## config.mk

```make
export PLATFORM = sky130hd
export DESIGN_NAME = mlc_line_ctrl
export DESIGN_NICKNAME = d
export VERILOG_FILES = /design/src/rtl/mlc_pkg.sv /design/src/rtl/mlc_hold_fifo.sv /design/src/rtl/mlc_line_fsm.sv /design/src/rtl/mlc_line_ctrl.sv
export SDC_FILE = /design/constraint.sdc
export NUM_CORES = 1
export LEC_CHECK = 0
export ABC_AREA = 1
export ABC_CLOCK_PERIOD_IN_PS = 2700
export BUFFER_PORTS_ARGS = -buffer_cell sky130_fd_sc_hd__buf_2
export CAP_MARGIN = 20
export CELL_PAD_IN_SITES_DETAIL_PLACEMENT = 0
export CELL_PAD_IN_SITES_GLOBAL_PLACEMENT = 1
export CORE_MARGIN = 2
export CORE_UTILIZATION = 32
export CTS_CLUSTER_DIAMETER = 80
export DETAILED_ROUTE_END_ITERATION = 16
export HOLD_SLACK_MARGIN = 0.05
export PLACE_DENSITY = 0.85
export SLEW_MARGIN = 20
export SYNTH_ARGS = -nofsm -noshare
export SYNTH_HDL_FRONTEND = slang
export SYNTH_SLANG_ARGS = --single-unit
export TNS_END_PERCENT = 5
```

## constraint.sdc

```tcl
create_clock -name clk -period 2.7 [get_ports clk]
set_clock_uncertainty 0.2 [all_clocks]
set_input_delay 0.27 -clock clk [delete_from_list [all_inputs] [get_ports clk]]
set_output_delay 0.27 -clock clk [all_outputs]
set_load 0.005 [all_outputs]
```

## src/rtl/mlc_pkg.sv

```systemverilog
package mlc_pkg;

    typedef enum logic [2:0] {
        ST_I   = 3'd0,
        ST_S   = 3'd1,
        ST_E   = 3'd2,
        ST_M   = 3'd3,
        ST_IS  = 3'd4,
        ST_ISI = 3'd5
    } line_state_e;

    typedef enum logic [1:0] {
        OP_LOAD  = 2'd0,
        OP_STORE = 2'd1,
        OP_REPL  = 2'd2,
        OP_NONE  = 2'd3
    } req_op_e;

    typedef enum logic [1:0] {
        FWD_NORM  = 2'd0,
        FWD_EXCL  = 2'd1,
        FWD_STALE = 2'd2
    } fwd_kind_e;

    function automatic logic is_stable(input line_state_e s);
        return (s == ST_I) || (s == ST_S) || (s == ST_E) || (s == ST_M);
    endfunction

    function automatic logic is_fill_wait(input line_state_e s);
        return (s == ST_IS) || (s == ST_ISI);
    endfunction

endpackage

```

## src/rtl/mlc_hold_fifo.sv

```systemverilog
module mlc_hold_fifo #(
    parameter int DEPTH = 4,
    parameter int W     = 2
) (
    input  logic         clk,
    input  logic         rst_n,
    input  logic         push,
    input  logic         pop,
    input  logic [W-1:0] din,
    output logic [W-1:0] dout,
    output logic         empty,
    output logic         full
);
    localparam int PTR_W = (DEPTH > 1) ? $clog2(DEPTH) : 1;
    localparam int CNT_W = $clog2(DEPTH + 1);

    logic [W-1:0]     mem_q [DEPTH];
    logic [PTR_W-1:0] wr_q, rd_q;
    logic [CNT_W-1:0] cnt_q;

    function automatic logic [PTR_W-1:0] bump(input logic [PTR_W-1:0] p);
        return (p == PTR_W'(DEPTH - 1)) ? '0 : p + 1'b1;
    endfunction

    always_ff @(posedge clk) begin
        if (push) begin
            mem_q[wr_q] <= din;
        end
    end

    always_ff @(posedge clk) begin
        if (!rst_n) begin
            wr_q  <= '0;
            rd_q  <= '0;
            cnt_q <= '0;
        end else begin
            if (push) wr_q <= bump(wr_q);
            if (pop)  rd_q <= bump(rd_q);
            unique case ({push, pop})
                2'b10:   cnt_q <= cnt_q + 1'b1;
                2'b01:   cnt_q <= cnt_q - 1'b1;
                default: cnt_q <= cnt_q;
            endcase
        end
    end

    assign dout  = mem_q[rd_q];
    assign empty = (cnt_q == '0);
    assign full  = (cnt_q == CNT_W'(DEPTH));

endmodule

```

## src/rtl/mlc_line_fsm.sv

```systemverilog
module mlc_line_fsm
    import mlc_pkg::*;
#(
    parameter int DATA_W = 64
) (
    input  logic              clk,
    input  logic              rst_n,
    input  logic              inv_valid,
    input  logic              rsp_valid,
    input  logic              rsp_excl,
    input  logic              rsp_peer,
    input  logic [DATA_W-1:0] rsp_data,
    input  logic              rsp_dirty,
    input  logic              op_valid,
    input  req_op_e           op,
    output line_state_e       state_q,
    output logic              gets_q,
    output logic              ack_q,
    output logic              unblock_q,
    output logic              unblock_excl_q,
    output logic              fwd_valid_q,
    output fwd_kind_e         fwd_kind_q,
    output logic [DATA_W-1:0] fwd_data_q,
    output logic              fwd_dirty_q,
    output logic              hit_q
);
    line_state_e       st_inv, st_nxt;
    logic              gets_n, ack_n, unblock_n, unblock_excl_n;
    logic              fwd_valid_n, fwd_dirty_n, hit_n;
    fwd_kind_e         fwd_kind_n;
    logic [DATA_W-1:0] fwd_data_n;

    always_comb begin
        st_inv         = state_q;
        st_nxt         = state_q;
        gets_n         = 1'b0;
        ack_n          = 1'b0;
        unblock_n      = 1'b0;
        unblock_excl_n = 1'b0;
        fwd_valid_n    = 1'b0;
        fwd_kind_n     = FWD_NORM;
        fwd_data_n     = '0;
        fwd_dirty_n    = 1'b0;
        hit_n          = 1'b0;

        // Step 1: invalidation, acknowledged in every state.
        if (inv_valid) begin
            ack_n = 1'b1;
            unique case (state_q)
                ST_IS, ST_ISI: st_inv = ST_ISI;
                default:       st_inv = ST_I;
            endcase
        end
        st_nxt = st_inv;

        // Step 2: data response, seen against the post-invalidation state.
        if (rsp_valid && is_fill_wait(st_inv)) begin
            fwd_valid_n = 1'b1;
            fwd_data_n  = rsp_data;
            fwd_dirty_n = rsp_dirty;
            if (rsp_excl) begin
                st_nxt         = ST_E;
                fwd_kind_n     = FWD_EXCL;
                unblock_excl_n = 1'b1;
            end else begin
                unblock_n = rsp_peer;
                unique case (st_inv)
                    ST_IS: begin
                        st_nxt     = ST_S;
                        fwd_kind_n = FWD_NORM;
                    end
                    default: begin
                        st_nxt     = ST_I;
                        fwd_kind_n = FWD_STALE;
                    end
                endcase
            end
        end

        // Step 3: request; only offered when stable and no message is present.
        if (op_valid) begin
            unique case (op)
                OP_LOAD: begin
                    if (state_q == ST_I) begin
                        gets_n = 1'b1;
                        st_nxt = ST_IS;
                    end else begin
                        hit_n = 1'b1;
                    end
                end
                OP_STORE: begin
                    if ((state_q == ST_E) || (state_q == ST_M)) begin
                        hit_n  = 1'b1;
                        st_nxt = ST_M;
                    end
                end
                OP_REPL:  st_nxt = ST_I;
                default:  st_nxt = st_inv;
            endcase
        end
    end

    always_ff @(posedge clk) begin
        if (!rst_n) begin
            state_q <= ST_I;
        end else begin
            state_q <= st_nxt;
        end
    end

    always_ff @(posedge clk) begin
        if (!rst_n) begin
            gets_q         <= 1'b0;
            ack_q          <= 1'b0;
            unblock_q      <= 1'b0;
            unblock_excl_q <= 1'b0;
            fwd_valid_q    <= 1'b0;
            fwd_kind_q     <= FWD_NORM;
            fwd_data_q     <= '0;
            fwd_dirty_q    <= 1'b0;
            hit_q          <= 1'b0;
        end else begin
            gets_q         <= gets_n;
            ack_q          <= ack_n;
            unblock_q      <= unblock_n;
            unblock_excl_q <= unblock_excl_n;
            fwd_valid_q    <= fwd_valid_n;
            fwd_kind_q     <= fwd_kind_n;
            fwd_data_q     <= fwd_data_n;
            fwd_dirty_q    <= fwd_dirty_n;
            hit_q          <= hit_n;
        end
    end

endmodule

```

## src/rtl/mlc_line_ctrl.sv

```systemverilog
module mlc_line_ctrl
    import mlc_pkg::*;
#(
    parameter int DATA_W     = 64,
    parameter int HOLD_DEPTH = 4
) (
    input  logic              clk,
    input  logic              rst_n,
    input  logic              req_valid_i,
    input  logic [1:0]        req_op_i,
    output logic              req_ready_o,
    input  logic              inv_valid_i,
    input  logic              rsp_valid_i,
    input  logic              rsp_excl_i,
    input  logic              rsp_peer_i,
    input  logic [DATA_W-1:0] rsp_data_i,
    input  logic              rsp_dirty_i,
    output logic              gets_o,
    output logic              inv_ack_o,
    output logic              unblock_o,
    output logic              unblock_excl_o,
    output logic              fwd_valid_o,
    output logic [1:0]        fwd_kind_o,
    output logic [DATA_W-1:0] fwd_data_o,
    output logic              fwd_dirty_o,
    output logic              hit_o,
    output logic [2:0]        state_o
);
    localparam int OP_W = $bits(req_op_e);

    line_state_e     state;
    fwd_kind_e       fwd_kind;
    logic            q_empty, q_full, q_push, q_pop;
    logic [OP_W-1:0] q_dout;
    logic            serve, direct, op_valid;
    req_op_e         op;

    assign serve    = is_stable(state) && !inv_valid_i && !rsp_valid_i;
    assign direct   = req_valid_i && q_empty && serve;
    assign q_push   = req_valid_i && !q_full && !direct;
    assign q_pop    = !q_empty && serve;
    assign op_valid = direct || q_pop;
    assign op       = q_pop ? req_op_e'(q_dout) : req_op_e'(req_op_i);

    mlc_hold_fifo #(
        .DEPTH (HOLD_DEPTH),
        .W     (OP_W)
    ) u_hold (
        .clk   (clk),
        .rst_n (rst_n),
        .push  (q_push),
        .pop   (q_pop),
        .din   (req_op_i),
        .dout  (q_dout),
        .empty (q_empty),
        .full  (q_full)
    );

    mlc_line_fsm #(
        .DATA_W (DATA_W)
    ) u_fsm (
        .clk            (clk),
        .rst_n          (rst_n),
        .inv_valid      (inv_valid_i),
        .rsp_valid      (rsp_valid_i),
        .rsp_excl       (rsp_excl_i),
        .rsp_peer       (rsp_peer_i),
        .rsp_data       (rsp_data_i),
        .rsp_dirty      (rsp_dirty_i),
        .op_valid       (op_valid),
        .op             (op),
        .state_q        (state),
        .gets_q         (gets_o),
        .ack_q          (inv_ack_o),
        .unblock_q      (unblock_o),
        .unblock_excl_q (unblock_excl_o),
        .fwd_valid_q    (fwd_valid_o),
        .fwd_kind_q     (fwd_kind),
        .fwd_data_q     (fwd_data_o),
        .fwd_dirty_q    (fwd_dirty_o),
        .hit_q          (hit_o)
    );

    assign req_ready_o = !q_full;
    assign fwd_kind_o  = fwd_kind;
    assign state_o     = state;

endmodule

```

# ---- After elaboration in Yosys (flattened, before gate mapping)
# Memories as Yosys holds them, arrays and structs flattened. A register that Yosys moved wholly into a read port is not among the register bits.
# Index checks and enable logic that the tools add are counted.
dict set report classes {
  n_reduce_logical 28
  n_mul 0
  shifts 0
  add_sub_neg 4
  bitwise 2
  eq_ne 14
  div 0
  n_lt_le_gt_ge 0
  mux 26
}
# operator count
set ops {}
lappend ops {{$mux 3} 7}
lappend ops {{$eq 3x3->1 const B} 5}
lappend ops {{$mux 2} 6}
lappend ops {{$mux 1} 10}
lappend ops {{$pmux 3 s3} 1}
lappend ops {{$eq 2x2->1 const B} 4}
lappend ops {{$logic_and 1x1->1} 8}
lappend ops {{$eq 3x2->1 const B} 2}
lappend ops {{$logic_not 3->1} 2}
lappend ops {{$logic_or 1x1->1} 6}
lappend ops {{$pmux 3 s2} 1}
lappend ops {{$logic_not 1->1} 5}
lappend ops {{$add 2x1->2 const B} 2}
lappend ops {{$eq 2x1->1 const B} 2}
lappend ops {{$reduce_and 2->1} 2}
lappend ops {{$add 3x1->3 const B} 1}
lappend ops {{$eq 3x1->1 const B} 1}
lappend ops {{$reduce_and 3->1} 1}
lappend ops {{$reduce_or 3->1} 1}
lappend ops {{$sub 3x1->3 const B} 1}
lappend ops {{$logic_not 2->1} 1}
lappend ops {{$not 1->1} 2}
lappend ops {{$pmux 1 s2} 1}
lappend ops {{$reduce_bool 2->1} 1}
lappend ops {{$reduce_or 2->1} 1}
dict set report totals {
  n_memories 1
  romBits 0
  wordCells 89
  ramBits 8
  ff_bits 83
  inputBits 74
  latchBits 0
  out_inout_bits 77
}
# name words word_bits rd rd_clocked_by_memory_dff wr line_no
set memory_table {}
lappend memory_table {u_hold.mem_q 4 2 1 1 1 mlc_hold_fifo.sv:17} ;# logic [W-1:0] mem_q [DEPTH];

# ---- Logic depth before layout (Yosys ltp)
dict set report logic_depth {
  depth_word 11
  ltp_mapped 10
  depth_no_buf 10
}

# ---- Cells and area by module
# Synthesis repeated with hierarchy kept, for this count alone.
dict set report unflattened {
  hier_cells 367
  area_unflattened_um2 3512.1
}
# mod seq_area_each_um2 area_each_um2 cells_each n_inst
set by_module_without_submodules {}
lappend by_module_without_submodules {mlc_line_fsm 1501.4 2658.8 268 1}
lappend by_module_without_submodules {mlc_hold_fifo 420.4 760.7 80 1}
lappend by_module_without_submodules {mlc_line_ctrl 0.0 92.6 19 1}

# ---- Worst setup path before layout
# No wires, ideal clock.
dict set report synth_path {
  kind {register to register}
  start {register u_fsm.state_q[2]}
  end {register u_hold.cnt_q[2]}
  synth_period_minus_slack_ps 2092
  required_time_ps 2430
  setup_ps 70
  path_buffers 0
  setup_slack_ps 608
  t_arrival_ps 1822
  path_stages_with_launch 10
  cell_sequence {dfxtp_1 -> inv_2 -> nand3_4 -> o211ai_2 -> ha_1 -> fa_1 -> a21oi_1 -> o21a_1 -> o21ai_0 -> a21oi_1}
}
dict set report synth_between {
  elab_chain_len 11
  elab_cells_between_ends 17
  classes_between {5 x eq/ne; 1 x mux; 11 x reduce/logical}
}
# item line_no
set synth_rtl {}
lappend synth_rtl {{from (decl)} mlc_line_fsm.sv:16} ;# output line_state_e state_q,
lappend synth_rtl {{from (signal assigned)} mlc_line_fsm.sv:107} ;# state_q <= st_nxt;
lappend synth_rtl {{$eq 3x1->1 / $logic_not 3->1 (equally long branches)} mlc_pkg.sv:26} ;# return (s == ST_I) || (s == ST_S) || (s == ST_E) || (s == ST_M);
lappend synth_rtl {{$logic_or 1x1->1 (2 in series)} mlc_pkg.sv:26}
lappend synth_rtl {{$logic_or 1x1->1 (*)} mlc_pkg.sv:26}
lappend synth_rtl {{$logic_and 1x1->1 (*) (2 in series)} mlc_line_ctrl.sv:38} ;# assign serve = is_stable(state) && !inv_valid_i && !rsp_valid_i;
lappend synth_rtl {{$logic_and 1x1->1} mlc_line_ctrl.sv:39} ;# assign direct = req_valid_i && q_empty && serve;
lappend synth_rtl {{$logic_not 1->1} mlc_line_ctrl.sv:40} ;# assign q_push = req_valid_i && !q_full && !direct;
lappend synth_rtl {{$logic_and 1x1->1} mlc_line_ctrl.sv:40}
lappend synth_rtl {{$eq 2x1->1 / $eq 2x2->1 (equally long branches)} mlc_hold_fifo.sv:39} ;# unique case ({push, pop})
lappend synth_rtl {{$pmux 3 s2 / $reduce_bool 2->1 (equally long branches)} -}
lappend synth_rtl {{to (signal assigned)} mlc_hold_fifo.sv:40} ;# 2'b10: cnt_q <= cnt_q + 1'b1;
lappend synth_rtl {{to (signal assigned)} mlc_hold_fifo.sv:41} ;# 2'b01: cnt_q <= cnt_q - 1'b1;
lappend synth_rtl {{to (signal assigned)} mlc_hold_fifo.sv:42} ;# default: cnt_q <= cnt_q;
lappend synth_rtl {{to (decl)} mlc_hold_fifo.sv:19} ;# logic [CNT_W-1:0] cnt_q;
# Every way passes the cells marked *; elsewhere a longest branch is shown, timed or not.
# A chain may end at the register's enable or synchronous reset.

# ---- Final worst setup path
dict set report layout_path {
  start {input inv_valid_i}
  end {register u_hold.cnt_q[2]}
}
dict set report layout_between {
  elab_chain_len 8
  elab_cells_between_ends 11
  classes_between {2 x eq/ne; 1 x mux; 8 x reduce/logical}
}
# item line_no
set layout_rtl {}
lappend layout_rtl {{from (decl)} mlc_line_ctrl.sv:12} ;# input logic inv_valid_i,
lappend layout_rtl {{$logic_not 1->1 (*)} mlc_line_ctrl.sv:38}
lappend layout_rtl {{$logic_and 1x1->1 (*) (2 in series)} mlc_line_ctrl.sv:38}
lappend layout_rtl {{$logic_and 1x1->1} mlc_line_ctrl.sv:39}
lappend layout_rtl {{$logic_not 1->1} mlc_line_ctrl.sv:40}
lappend layout_rtl {{$logic_and 1x1->1} mlc_line_ctrl.sv:40}
lappend layout_rtl {{$eq 2x1->1 / $eq 2x2->1 (equally long branches)} mlc_hold_fifo.sv:39}
lappend layout_rtl {{$pmux 3 s2 / $reduce_bool 2->1 (equally long branches)} -}
# Marks and branches as above.

==> impl_table.tex <==
\begin{tabular}{lr}
\hline
Metric & Value \\
\hline
\multicolumn{2}{l}{\textbf{Setup path}} \\
Critical path's top delay family & buffers and inverters \\
Worst reg-to-reg setup slack & about 0.46 ns \\
Buffers plus inverters on the worst setup path & 3 \\
Endpoint of the lowest-slack register-to-register path & u\_hold.cnt\_q[2] \\
FF-to-FF Start & u\_fsm.state\_q[2] \\
Critical Path Source Type & input port \\
Cell breakdown of the critical path & dlygate4sd3\_1 -> buf\_2 -> inv\_2 -> nand3\_4 -> o211ai\_2 -> ha\_1 -> fa\_1 -> a21oi\_1 -> o21a\_1 -> o21ai\_0 -> a21oi\_1 \\
CP required & 2.80 ns \\
Max stage delay cell, worst path & dlygate4sd3\_1 \\
Number of cells on the worst reg-to-reg path & 9 \\
Arrival time at the worst endpoint & 2.47 ns \\
Most common cell on crit path & a21oi\_1 \\
Critical-path maximum fanout & 9 \\
Worst setup EP type & flip-flop \\
Delay of the slowest critical-path stage & 0.53 ns \\
Critical Setup Path Class & input port to flip-flop \\
\multicolumn{2}{l}{\textbf{Hold path}} \\
Worst Hold Launch & rst\_n \\
Number of cells on the worst hold path & 3 \\
Hold crit path type & input port to flip-flop \\
Sink of the worst hold path & u\_hold.cnt\_q[2] \\
\multicolumn{2}{l}{\textbf{Drt}} \\
1st-pass router iterations & 4 \\
Post-route DRC violation count & 0 \\
Per-cell routed wire length & 11.6 um \\
DR vias/cell & 4.06 \\
Count of antenna-violating nets left after detailed routing & 0 \\
Drt initial violations & 83 \\
Total detailed-routing wirelength & roughly 8300 um \\
Total via count after detailed routing & 2,921 \\
\multicolumn{2}{l}{\textbf{Clock network}} \\
Root buf cell & clkbuf\_8 \\
TritonCTS buffer count & 9 \\
Hold-fix buffers, CTS & 72 \\
Post-CTS Repair Setup Buffers & 0 \\
Clock H-tree levels & 3 \\
Clock edge transition at the registers on the reported setup and hold paths & 0.09 ns \\
TritonCTS sink count & 92 \\
Post-cts resize count & 0 \\
Maximum clock insertion buffer count & 2 \\
CTS tree & done \\
Worst-Skew Late Latency & 0.35 ns \\
\multicolumn{2}{l}{\textbf{Global route}} \\
Initial antenna violation count & 0 \\
First-pass GRT wire length & 12,500 um \\
Pin count of the biggest net entering global routing & 50 \\
Total global routing track utilization & roughly 15\% \\
Grt ovf & 0 \\
Vias in the first global route & 2,941 \\
\multicolumn{2}{l}{\textbf{Timing}} \\
Portion of the clock cycle consumed by the worst path in the final layout & 87.9\% \\
Slew margin rel. & 75.1\% \\
Final setup vio count & 0 \\
Hold Fails Final Rpt & 0 \\
Aggregate negative setup slack & 0 ns \\
Hold slack & 0.0746 ns \\
Unrepaired setup endpoints after global routing & false \\
Maximum clock rate & 422 MHz \\
Clock period minus worst slack & 2.37 ns \\
Max-slew violation count & 0 \\
Worst Tran Pin Value & $\sim$0.37 ns \\
\multicolumn{2}{l}{\textbf{Floorplan}} \\
I/O pin count & 151 \\
Std-Cell Rows & 36 \\
Effective utilization at floorplan & between 30 and 40\% \\
Horizontal extent of the die & 103 um \\
Full die area & 10,700 um2 \\
Die height & 103 um \\
Area inside the core boundary & 9680 um2 \\
\multicolumn{2}{l}{\textbf{Pwr}} \\
Power per standard cell area & 586 nW/um2 \\
Leakage power of the design & about 2.7 nW \\
Total power of the final layout & between 0.002 and 0.003 W \\
VDD IR-drop max & $\sim$0.35 mV \\
\multicolumn{2}{l}{\textbf{Place}} \\
Detail Placement HPWL & 5340 um \\
\# port buffers & 150 \\
Final estimated routing congestion in global placement & 0.811 \\
\multicolumn{2}{l}{\textbf{Synth}} \\
Cell area after technology mapping & about 3200 um2 \\
Number of synthesis warnings & 0 \\
EDFF count, synth & 8 \\
Seq cells post-synth & 92 \\
Net count of the mapped netlist & 438 \\
Part of the Yosys area used for sequential elements & 60.9\% \\
Area share of the largest cell type after synthesis & 53.3\% \\
Most area-hungry cell type in the Yosys netlist & dfxtp\_1 \\
Cells taking the most area after synthesis & dfxtp\_1 (53\%), inv\_1 (10\%), nor2\_1 (10\%) \\
Average size of a mapped cell & 8.84 um2 \\
Top FF cell, synth & dfxtp\_1 \\
Number of different library cells in the post-synthesis netlist & 28 \\
Synth cell count leaders & inv\_1 (86), nor2\_1 (85), dfxtp\_1 (84) \\
Most common cell in the synthesized netlist & inv\_1 \\
Number of instances in the synthesized netlist & 357 \\
Async S/R FF share, synth & 0\% \\
\multicolumn{2}{l}{\textbf{Cells and area}} \\
Fill cell instance count of the final layout & 898 \\
Final nets & 663 \\
Final antenna diode count & 0 \\
Synthesis-to-layout area growth & 57.5\% \\
Post-Route Utilization & 51.3\% \\
Proportion of layout cells with a drive suffix above 1 & between 30\% and 40\% \\
\multicolumn{2}{l}{\textbf{Run}} \\
Max-cap check violation count & 0 \\
\multicolumn{2}{l}{\textbf{Outcome}} \\
Result of the run & complete, no violations \\
\hline
\end{tabular}
tightest hold or removal path: stages:
cell	delay, ns
buf_2	0.17
o21ai_0	0.10
a21oi_1	0.04
placed cells by master (no fill, tap or decap), types with 2 or more instances in the layout:
cell type,synthesis,layout
edfxtp_1,8,8
nand2_2,4,4
clkbuf_8,0,9
bufinv_16,0,2
nor2_1,85,85
o21ai_0,8,8
nor3_1,2,2
dlygate4sd3_1,0,72
inv_2,5,5
clkinvlp_4,0,2
buf_2,0,150
nor2_2,2,2
nand2_1,26,26
nand3_1,6,6
inv_1,86,86
ha_1,6,6
nand4_1,4,4
dfxtp_1,84,84
a21oi_1,10,10
nand2_4,2,2
layer usage:
metal  GRT usage, %  vias to the layer above  part of all wire, %
met2           27.8                      104                   52
met4           8.81                        0                  3.4
met3           5.17                       22                  6.5
met1           15.2                     1308                   38
li1               -                     1487                    -
met5              0                        -                    0
cell type report:
class,count,area [um2],share of cell area [%]
clock inverter,5,83.8,1.69
tap,133,166,3.35
inverter,91,342,6.87
sequential,92,1920,38.7
timing repair buffer,223,1490,30.0
multi-input combinational,165,817,16.4
clock buffer,10,149,3.00
metrics by stage:
step                instances  worst slack, ns  cell area (um2)
floorplan                 357            0.608             3160
global placement          632            0.523             4020
detailed placement        632            0.463             4020
CTS                       719            0.339             4970
global route              719            0.162             4970
finish                    719            0.328             4970
sequential cells by signal, indices dropped and copies added (netlist names), named ones only:
signal	flops
u_hold.mem_q	8
u_hold.cnt_q	3
u_fsm.fwd_kind_q	2
u_fsm.gets_q	1
u_fsm.state_q	3
u_fsm.ack_q	1
u_fsm.fwd_data_q	64
u_hold.wr_q	2
u_fsm.hit_q	1
u_hold.rd_q	2
u_fsm.fwd_dirty_q	1
u_fsm.unblock_q	1
u_fsm.fwd_valid_q	1
report_power, final:
part / total (W) / internal [W] / leakage (nW) / switching (W)
clock: 0.00106 / 0.000574 / 0.110 / 0.000488
combinational: 0.000395 / 0.000195 / 1.88 / 0.000200
sequential: 0.00146 / 0.00143 / 0.752 / 0.0000324
cell families (layout without fill, tap and decap cells):
group / Yosys count / after routing / share of synthesized area [%]
flops: 92 / 92 / 60.9
buf+inv: 100 / 329 / 13.2
simple gates: 135 / 135 / 18.6
compound gates: 23 / 23 / 4.28
fa+ha+maj: 7 / 7 / 3.01
worst max-delay path by stage:
| stage | from | to | slack, ns | depth (start not counted) |
|---|---|---|---|---|
| 3_3_place_gp | u_fsm.state_q[2] | u_hold.cnt_q[2] | 0.52 | 9 |
| 3_5_place_dp | u_fsm.state_q[2] | u_hold.cnt_q[2] | 0.46 | 9 |
| 2_1_floorplan | u_fsm.state_q[2] | u_hold.cnt_q[2] | 0.61 | 9 |
| 5_1_grt | inv_valid_i | u_hold.cnt_q[2] | 0.16 | 11 |
| 6_report | inv_valid_i | u_hold.cnt_q[2] | 0.33 | 11 |
| 4_1_cts | inv_valid_i | u_hold.cnt_q[2] | 0.34 | 11 |
Note: power is estimated with default switching activity, not from simulation.
